`config.mk`:
```
export PLATFORM = sky130hd
export DESIGN_NAME = lcp_xlate
export DESIGN_NICKNAME = d
export VERILOG_FILES = /design/src/rtl/lcp_xlate.sv
export SDC_FILE = /design/constraint.sdc
export NUM_CORES = 2
export LEC_CHECK = 0
export ABC_AREA = 1
export ABC_CLOCK_PERIOD_IN_PS = 26700
export BUFFER_PORTS_ARGS = -buffer_cell sky130_fd_sc_hd__buf_2
export CORE_UTILIZATION = 35
export CTS_BUF_LIST = sky130_fd_sc_hd__clkbuf_16
export DETAILED_ROUTE_END_ITERATION = 8
export GPL_ROUTABILITY_DRIVEN = 0
export HOLD_SLACK_MARGIN = 0.05
export PLACE_DENSITY = 0.55
export SYNTH_ARGS = -nofsm -noshare
export SYNTH_HDL_FRONTEND = slang
export SYNTH_SLANG_ARGS = --single-unit
```
`constraint.sdc`:
```
create_clock -name clk -period 26.7 [get_ports clk]
set_input_delay 2.67 -clock clk [delete_from_list [all_inputs] [get_ports clk]]
set_output_delay 2.67 -clock clk [all_outputs]
set_load 0.005 [all_outputs]
```
`src/rtl/lcp_xlate.sv`:
```
module lcp_xlate #(
  parameter int ADDR_W   = 32,
  parameter int PAGE_W   = 20,
  parameter int LINES    = 64,
  parameter int EXC_W    = 3,
  parameter int SETS     = 4,
  parameter int MD_BYTES = 64
) (
  input  logic                        clk,
  input  logic                        rst_n,
  input  logic                        req_valid,
  output logic                        req_ready,
  input  logic [PAGE_W-1:0]           req_page,
  input  logic [$clog2(LINES)-1:0]    req_line,
  input  logic [ADDR_W-1:0]           req_pbase,
  input  logic [1:0]                  req_size,
  input  logic                        req_zpage,
  output logic                        md_req_valid,
  output logic [ADDR_W-1:0]           md_req_addr,
  input  logic                        md_rsp_valid,
  input  logic [LINES*(EXC_W+2)-1:0]  md_rsp_data,
  output logic                        rsp_valid,
  output logic [ADDR_W-1:0]           rsp_addr,
  output logic                        rsp_zero,
  output logic                        rsp_exc
);
  localparam int LINE_W = $clog2(LINES);
  localparam int SET_W  = $clog2(SETS);
  localparam int REC_W  = EXC_W + 2;
  localparam int MD_W   = LINES * REC_W;

  typedef enum logic [1:0] {IDLE, FETCH, REPLAY} st_t;
  st_t st;

  logic [PAGE_W-1:0] l_page;
  logic [LINE_W-1:0] l_line;
  logic [ADDR_W-1:0] l_pbase;
  logic [1:0]        l_size;

  logic [PAGE_W-1:0] tag_q [SETS];
  logic [MD_W-1:0]   md_q  [SETS];
  logic [SETS-1:0]   vld_q;

  wire               use_in  = (st == IDLE);
  wire [PAGE_W-1:0]  s_page  = use_in ? req_page  : l_page;
  wire [LINE_W-1:0]  s_line  = use_in ? req_line  : l_line;
  wire [ADDR_W-1:0]  s_pbase = use_in ? req_pbase : l_pbase;
  wire [1:0]         s_size  = use_in ? req_size  : l_size;
  wire               s_zpg   = use_in & req_zpage;

  wire [SET_W-1:0]   set     = s_page[SET_W-1:0];
  wire               hit     = vld_q[set] && (tag_q[set] == s_page);
  wire [REC_W-1:0]   rec     = md_q[set][s_line*REC_W +: REC_W];
  wire [2:0]         sh      = 3'd6 - {1'b0, s_size};

  wire [ADDR_W-1:0]  line_off = ADDR_W'(s_line) << sh;
  wire [ADDR_W-1:0]  md_base  = s_pbase + (ADDR_W'(LINES) << sh);
  wire [ADDR_W-1:0]  exc_addr = md_base + ADDR_W'(MD_BYTES) + (ADDR_W'(rec[2 +: EXC_W]) << 6);

  wire               r_zero  = s_zpg | rec[0];
  wire               r_exc   = ~r_zero & rec[1];
  wire [ADDR_W-1:0]  r_addr  = r_zero ? '0 : (r_exc ? exc_addr : s_pbase + line_off);

  assign req_ready    = (st == IDLE);
  assign md_req_valid = (st == FETCH);
  assign md_req_addr  = md_base;

  wire accept  = req_valid & req_ready;
  wire respond = (accept & (req_zpage | hit)) | (st == REPLAY);

  always_ff @(posedge clk) begin
    if (!rst_n) begin
      st        <= IDLE;
      vld_q     <= '0;
      rsp_valid <= 1'b0;
      rsp_addr  <= '0;
      rsp_zero  <= 1'b0;
      rsp_exc   <= 1'b0;
    end else begin
      rsp_valid <= respond;
      if (respond) begin
        rsp_addr <= r_addr;
        rsp_zero <= r_zero;
        rsp_exc  <= r_exc;
      end
      case (st)
        IDLE:   if (accept && !req_zpage && !hit) st <= FETCH;
        FETCH:  if (md_rsp_valid) begin
                  st <= REPLAY;
                  vld_q[l_page[SET_W-1:0]] <= 1'b1;
                end
        default: st <= IDLE;
      endcase
    end
  end

  always_ff @(posedge clk) begin
    if (accept) begin
      l_page  <= req_page;
      l_line  <= req_line;
      l_pbase <= req_pbase;
      l_size  <= req_size;
    end
    if (st == FETCH && md_rsp_valid) begin
      tag_q[l_page[SET_W-1:0]] <= l_page;
      md_q[l_page[SET_W-1:0]]  <= md_rsp_data;
    end
  end


  zpage_zero_chk: assert property (@(posedge clk) disable iff (!rst_n)
    accept && req_zpage |=> rsp_valid && rsp_zero && rsp_addr == '0 && !md_req_valid);

  zero_addr_chk: assert property (@(posedge clk) disable iff (!rst_n)
    rsp_valid && rsp_zero |-> rsp_addr == '0 && !rsp_exc);

  md_hold_chk: assert property (@(posedge clk) disable iff (!rst_n)
    md_req_valid && !md_rsp_valid |=> md_req_valid && $stable(md_req_addr) && !req_ready);

  replay_chk: assert property (@(posedge clk) disable iff (!rst_n)
    md_req_valid && md_rsp_valid |=> !rsp_valid ##1 rsp_valid);
endmodule

```
== Word-level counts from Yosys, hierarchy flattened ==
Memories as Yosys holds them, arrays and structs flattened.
Index checks and enable logic that the tools add are counted.
Widths: inputs -> output; s select.

* Eq/ne operators: 5
* Multipliers: 1
* Add/subtract/negate cells: 5
* Magnitude comparators: 3
* Mux-type cells: 15
* Bitwise operators: 9
* Reductions and logical operators: 10
* Shift-type cells: 3

{| class="wikitable"
|+ Operators by type and width
! kind !! number
|-
| $shiftx 320x10->5 || 1
|-
| $mux 32 || 3
|-
| $add 32x32->32 || 2
|-
| $add 32x7->32 const B || 1
|-
| $add 32x9->32 || 1
|-
| $shl 6x3->32 || 1
|-
| $shl 7x3->32 const A || 1
|-
| $eq 20x20->1 || 1
|-
| $mux 20 || 1
|-
| $mul 6x3->9 const B || 1
|-
| $lt 2x3->1 const B || 2
|-
| $mux 2 || 3
|-
| $mux 6 || 1
|-
| $logic_and 1x1->1 || 5
|-
| $and 1x1->1 || 4
|-
| $mux 1 || 4
|-
| $ne 2x1->1 const B || 2
|-
| $or 4x4->4 || 1
|-
| $pmux 2 s2 || 1
|-
| $reduce_and 2->1 || 2
|-
| $or 1x1->1 || 3
|-
| $sub 3x2->3 const A || 1
|-
| $bmux 1 s2 || 1
|-
| $demux 1 s2 || 1
|-
| other kinds (6) || 7
|}

* Input port bits: 385
* Logic and storage cells: 63
* Output and inout port bits: 69
* Register bits: 101
* Memory bits (writable): 1360
* Memories kept: 2

{| class="wikitable"
|+ Memories
! memory !! depth !! bits a word !! read ports !! clocked after Yosys merged registers in !! wr ports !! RTL line !! source
|-
| md_q || 4 || 320 || 1 || 0 || 1 || 41 || <nowiki>logic [MD_W-1:0] md_q [SETS];</nowiki>
|-
| tag_q || 4 || 20 || 1 || 0 || 1 || 40 || <nowiki>logic [PAGE_W-1:0] tag_q [SETS];</nowiki>
|}

== Logic depth before layout (Yosys ltp) ==
* Depth after elaboration: 9
* Mapped depth: 37

== Worst setup path before layout ==
No wires, ideal clock.

* Path kind: input to register
* From: input port md_rsp_valid
* To: memory md_q[1][0] (netlist name), enable pin
* Cell stages on the path: 2
* Path slack: -0.442 ns
* Arrival time: 25.681 ns
* Path buffers: 0
* Path through: nand2_1 > nor3_1

* Longest elaborated chain between the ends: 3

{| class="wikitable"
|+ RTL lines
! what !! RTL line !! source
|-
| start, declared || 20 || <nowiki>input logic md_rsp_valid,</nowiki>
|-
| $logic_and 1x1->1 || 104 || <nowiki>if (st == FETCH && md_rsp_valid) begin</nowiki>
|-
| $mux 1 || 104 ||
|-
| $mux 1 (implied by the code) || 106 || <nowiki>md_q[l_page[SET_W-1:0]] <= md_rsp_data;</nowiki>
|-
| end, declared || 41 ||
|}

Every way passes these cells.

== Worst setup path in the final report ==
* From: input port req_page[0]
* To: register rsp_addr[24]

* Longest elaborated chain between the ends: 8
* Elaborated cells between the ends (all ways): 17

{| class="wikitable"
|+ RTL lines
! what !! RTL line !! source
|-
| start, declared || 13 || <nowiki>input logic [PAGE_W-1:0] req_page,</nowiki>
|-
| $mux 20 * || 45 || <nowiki>wire [PAGE_W-1:0] s_page = use_in ? req_page : l_page;</nowiki>
|-
| branches (longest 7 deep; another with $mem_v2 4x320) || - ||
|-
| end signal, assigned || 82 || <nowiki>rsp_addr <= r_addr;</nowiki>
|-
| end, declared || 23 || <nowiki>output logic [ADDR_W-1:0] rsp_addr,</nowiki>
|}

Mark *: on every way between the ends. The select of a mux whose other input is x is not followed.
A chain may end at the register's enable or synchronous reset.

==> impl_metrics.ini <==
[power]
worst_ir_drop_vdd_uv = 54.8
p_sw_uw = 1400
p_per_area_nw_per_um2 = 73.4
p_leak_uw = 0.0269
p_int_uw = 3880
switching_share = 0.265
combPwrFrac = 0.122
clock_power_share = 0.394
seqPwrFrac = 0.484

[placement]
io_buffer_count = 453
dp_hpwl_um = 112000
dp.cells = 8113
dp_worst_setup_slack_ns = 17.72

[synthesis]
synth_edf_count = 1420
syn_area_um2 = 62700
yosys.cell_types.count = 50
yosys_warnings = 0
synth_seq_cells = 1461
synthCells = 5568
ys_top_cells_by_area = edfxtp_1 68%, nand2_1 9.0%, nand3_1 8.5%
synth_nets = 5987
synth_common_cells = 1500 x nand2_1, 1420 x edfxtp_1, 1067 x nand3_1
synthFlopType = edfxtp_1
synth.largest_area_cell = edfxtp_1
synthArstFlopShare = 0
synth.avg_cell_area_um2 = 11.3
yosysSeqAreaShare = 0.694
yosys.area.top_type_share = 0.681
synth_most_common_cell = nand2_1

[global_routing]
grtUsageMet3 = 0.0476
grt_start_max_net_pins = 152
grt-ovfl-total = 0
use_met2 = 0.346
grt_usage = 0.205
use_met1 = 0.256
top_usage_layer = met2
grt_first_pass_wirelength_um = 275000
grt_pass1_vias = 41200
antenna_found_initial = 134

[status]
outcome = finished clean

[critical_path]
cp_slowest_cell = buf_4
startpoint_type = input pin
critical_path_class = input pin to flip-flop
crit_path_frequent_cell = nand3_1
cp-end-kind = flip-flop
cp.required_ns = 27.33
slowest_delay_ns = 0.73
worstPathArrival_ns = 8.81
path_max_fanout = 74

[job]
drv_cap = 0

[route]
drc = 0
dr.pass1.iters = 6
vias = 43100
wirelength_um = 188000
vias_per_cell = 5.11
wl_per_cell_um = 22.3
drtAntennaViolNets = 0
dr.first_iter.drc_count = 3304

[timing]
fin_crit_sh = 0.306
fin_crit_ns = 8.18
setup_viol = 0
clock.fmax_mhz = 122
finalHoldViolations = 0
clock_skew_ns = 0.0641
relSlewSlack = 0.258
worstMarginPinSlew_ns = 1.11
drv_slew = 0
rsz0062_at_grt = false
fin_ws_ns = 18.52

[clocking]
cts.clk_slew.worst_paths_ns = 0.05
clock_latency_ns = 0.83
clockBufferDepth = 3
post_cts_buffers = 0
cts_hold_buf = 0
cts-root-buf = clkbuf_16
ctsResizeCount = 0
numCtsBuffers = 162
tritoncts = built
cts.htree.levels = 4
cts.sinks = 1461

[cells_and_area]
final_nets = 6356
final_layout_size_suffix_gt1_frac = 0.143
fin_cells = 8444
seqCellArea_um2 = 43500
multi_input_area_um2 = 16400
final_util = 0.407
area_growth_pct = 15.0
fillers = 17000

[die]
dieArea_um2 = 181000
die-width_um = 425
start_util = 0.354
ioPinCount = 454
die_y_um = 425
fp-row-count = 154
core-area_um2 = 177000

[worst_hold_path]
min_path_type = flip-flop to flip-flop
state kept, by name (all words and copies together), names as in the netlist, 2 cells and up:
signal and cells:
md_q 1280, rsp_addr 32, l_size 2, l_pbase 32, l_line 6, l_page 20
tag_q 80, vld_q 4, st 2
cell type report:
type | count | area share
tap | 2340 | 0.0407
inverter | 319 | 0.0169
antenna | 39 | 0.00136
sequential | 1461 | 0.603
multi-input combinational | 3469 | 0.228
timing repair buffer | 524 | 0.0404
clock inverter | 128 | 0.0122
clock buffer | 164 | 0.0570
path summary, 6_finish.rpt:
kind                                               start                   endpoint  slack (ns)  cells after the start
worst max register to register        st[1]$_SDFFE_PN0P_  rsp_addr[29]$_SDFFE_PN0P_       19.21                     28
worst min register to register  rsp_addr[3]$_SDFFE_PN0P_   rsp_addr[3]$_SDFFE_PN0P_        0.46                      2
worst min-delay path            rsp_addr[3]$_SDFFE_PN0P_   rsp_addr[3]$_SDFFE_PN0P_        0.46                      2
worst max-delay path                         req_page[0]  rsp_addr[24]$_SDFFE_PN0P_       18.52                     33
metrics by stage:
step	power, µW	instance area [µm²]	hold WS, ns	TNS (ns)
finish	5290	72000	0.465	0
global route	5490	72000	0.492	0
CTS	5340	71900	0.465	0
detailed placement	3250	66900	0.456	0
global placement	3250	66900	0.450	0
floorplan	3030	62700	0.432	-600.76
worst max-delay path: cells and delay by family:
kind	cells	cell delay, ns
AOI/OAI and AO/OA	1	0.06
adders and majority gates	2	0.55
buffers and inverters	7	2.39
and+or+nand+nor	23	3.03
cells by family after synthesis:
| logic type | count (synthesis) | synth area share |
|---|---|---|
| simple gates | 2937 | 0.204 |
| flops | 1461 | 0.694 |
| buf+inv | 638 | 0.0463 |
| compound gates | 437 | 0.0398 |
| xor+xnor | 50 | 0.00699 |
| fa+ha+maj | 34 | 0.00703 |
| mux | 11 | 0.00176 |
cell usage in the layout (no fill, tap or decap), drive strengths merged, types with 3 or more instances in the layout:
cell type | synthesis | layout
a21boi | 3 | 3
a21oi | 53 | 53
buf | 187 | 524
bufinv | 0 | 3
clkbuf | 132 | 164
clkinv | 4 | 67
clkinvlp | 0 | 5
dfxtp | 41 | 41
diode | 0 | 39
edfxtp | 1420 | 1420
ha | 32 | 32
inv | 315 | 372
mux2i | 11 | 11
nand2 | 1533 | 1533
nand3 | 1082 | 1082
nand3b | 7 | 7
nand4 | 19 | 19
nor2 | 272 | 272
nor3 | 12 | 12
o211ai | 27 | 27
o21ai | 267 | 267
o221ai | 16 | 16
o22ai | 65 | 65
or2 | 9 | 9
xnor2 | 13 | 13
xor2 | 37 | 37
power groups by stage:
stage | Combinational (µW) | Clock (µW) | Sequential, µW
2_1_floorplan | 411 | 0 | 2620
3_3_place_gp | 645 | 0 | 2600
3_5_place_dp | 651 | 0 | 2600
4_1_cts | 654 | 2130 | 2560
5_1_grt | 715 | 2220 | 2560
6_report | 647 | 2080 | 2560
routing by layer:
layer	wire, µm	up-vias
met1	76800	21100
li1	-	20300
met3	11800	436
met5	548	-
met4	6020	86
met2	92800	1247
No activity file was read; power rests on OpenSTA's default activity.
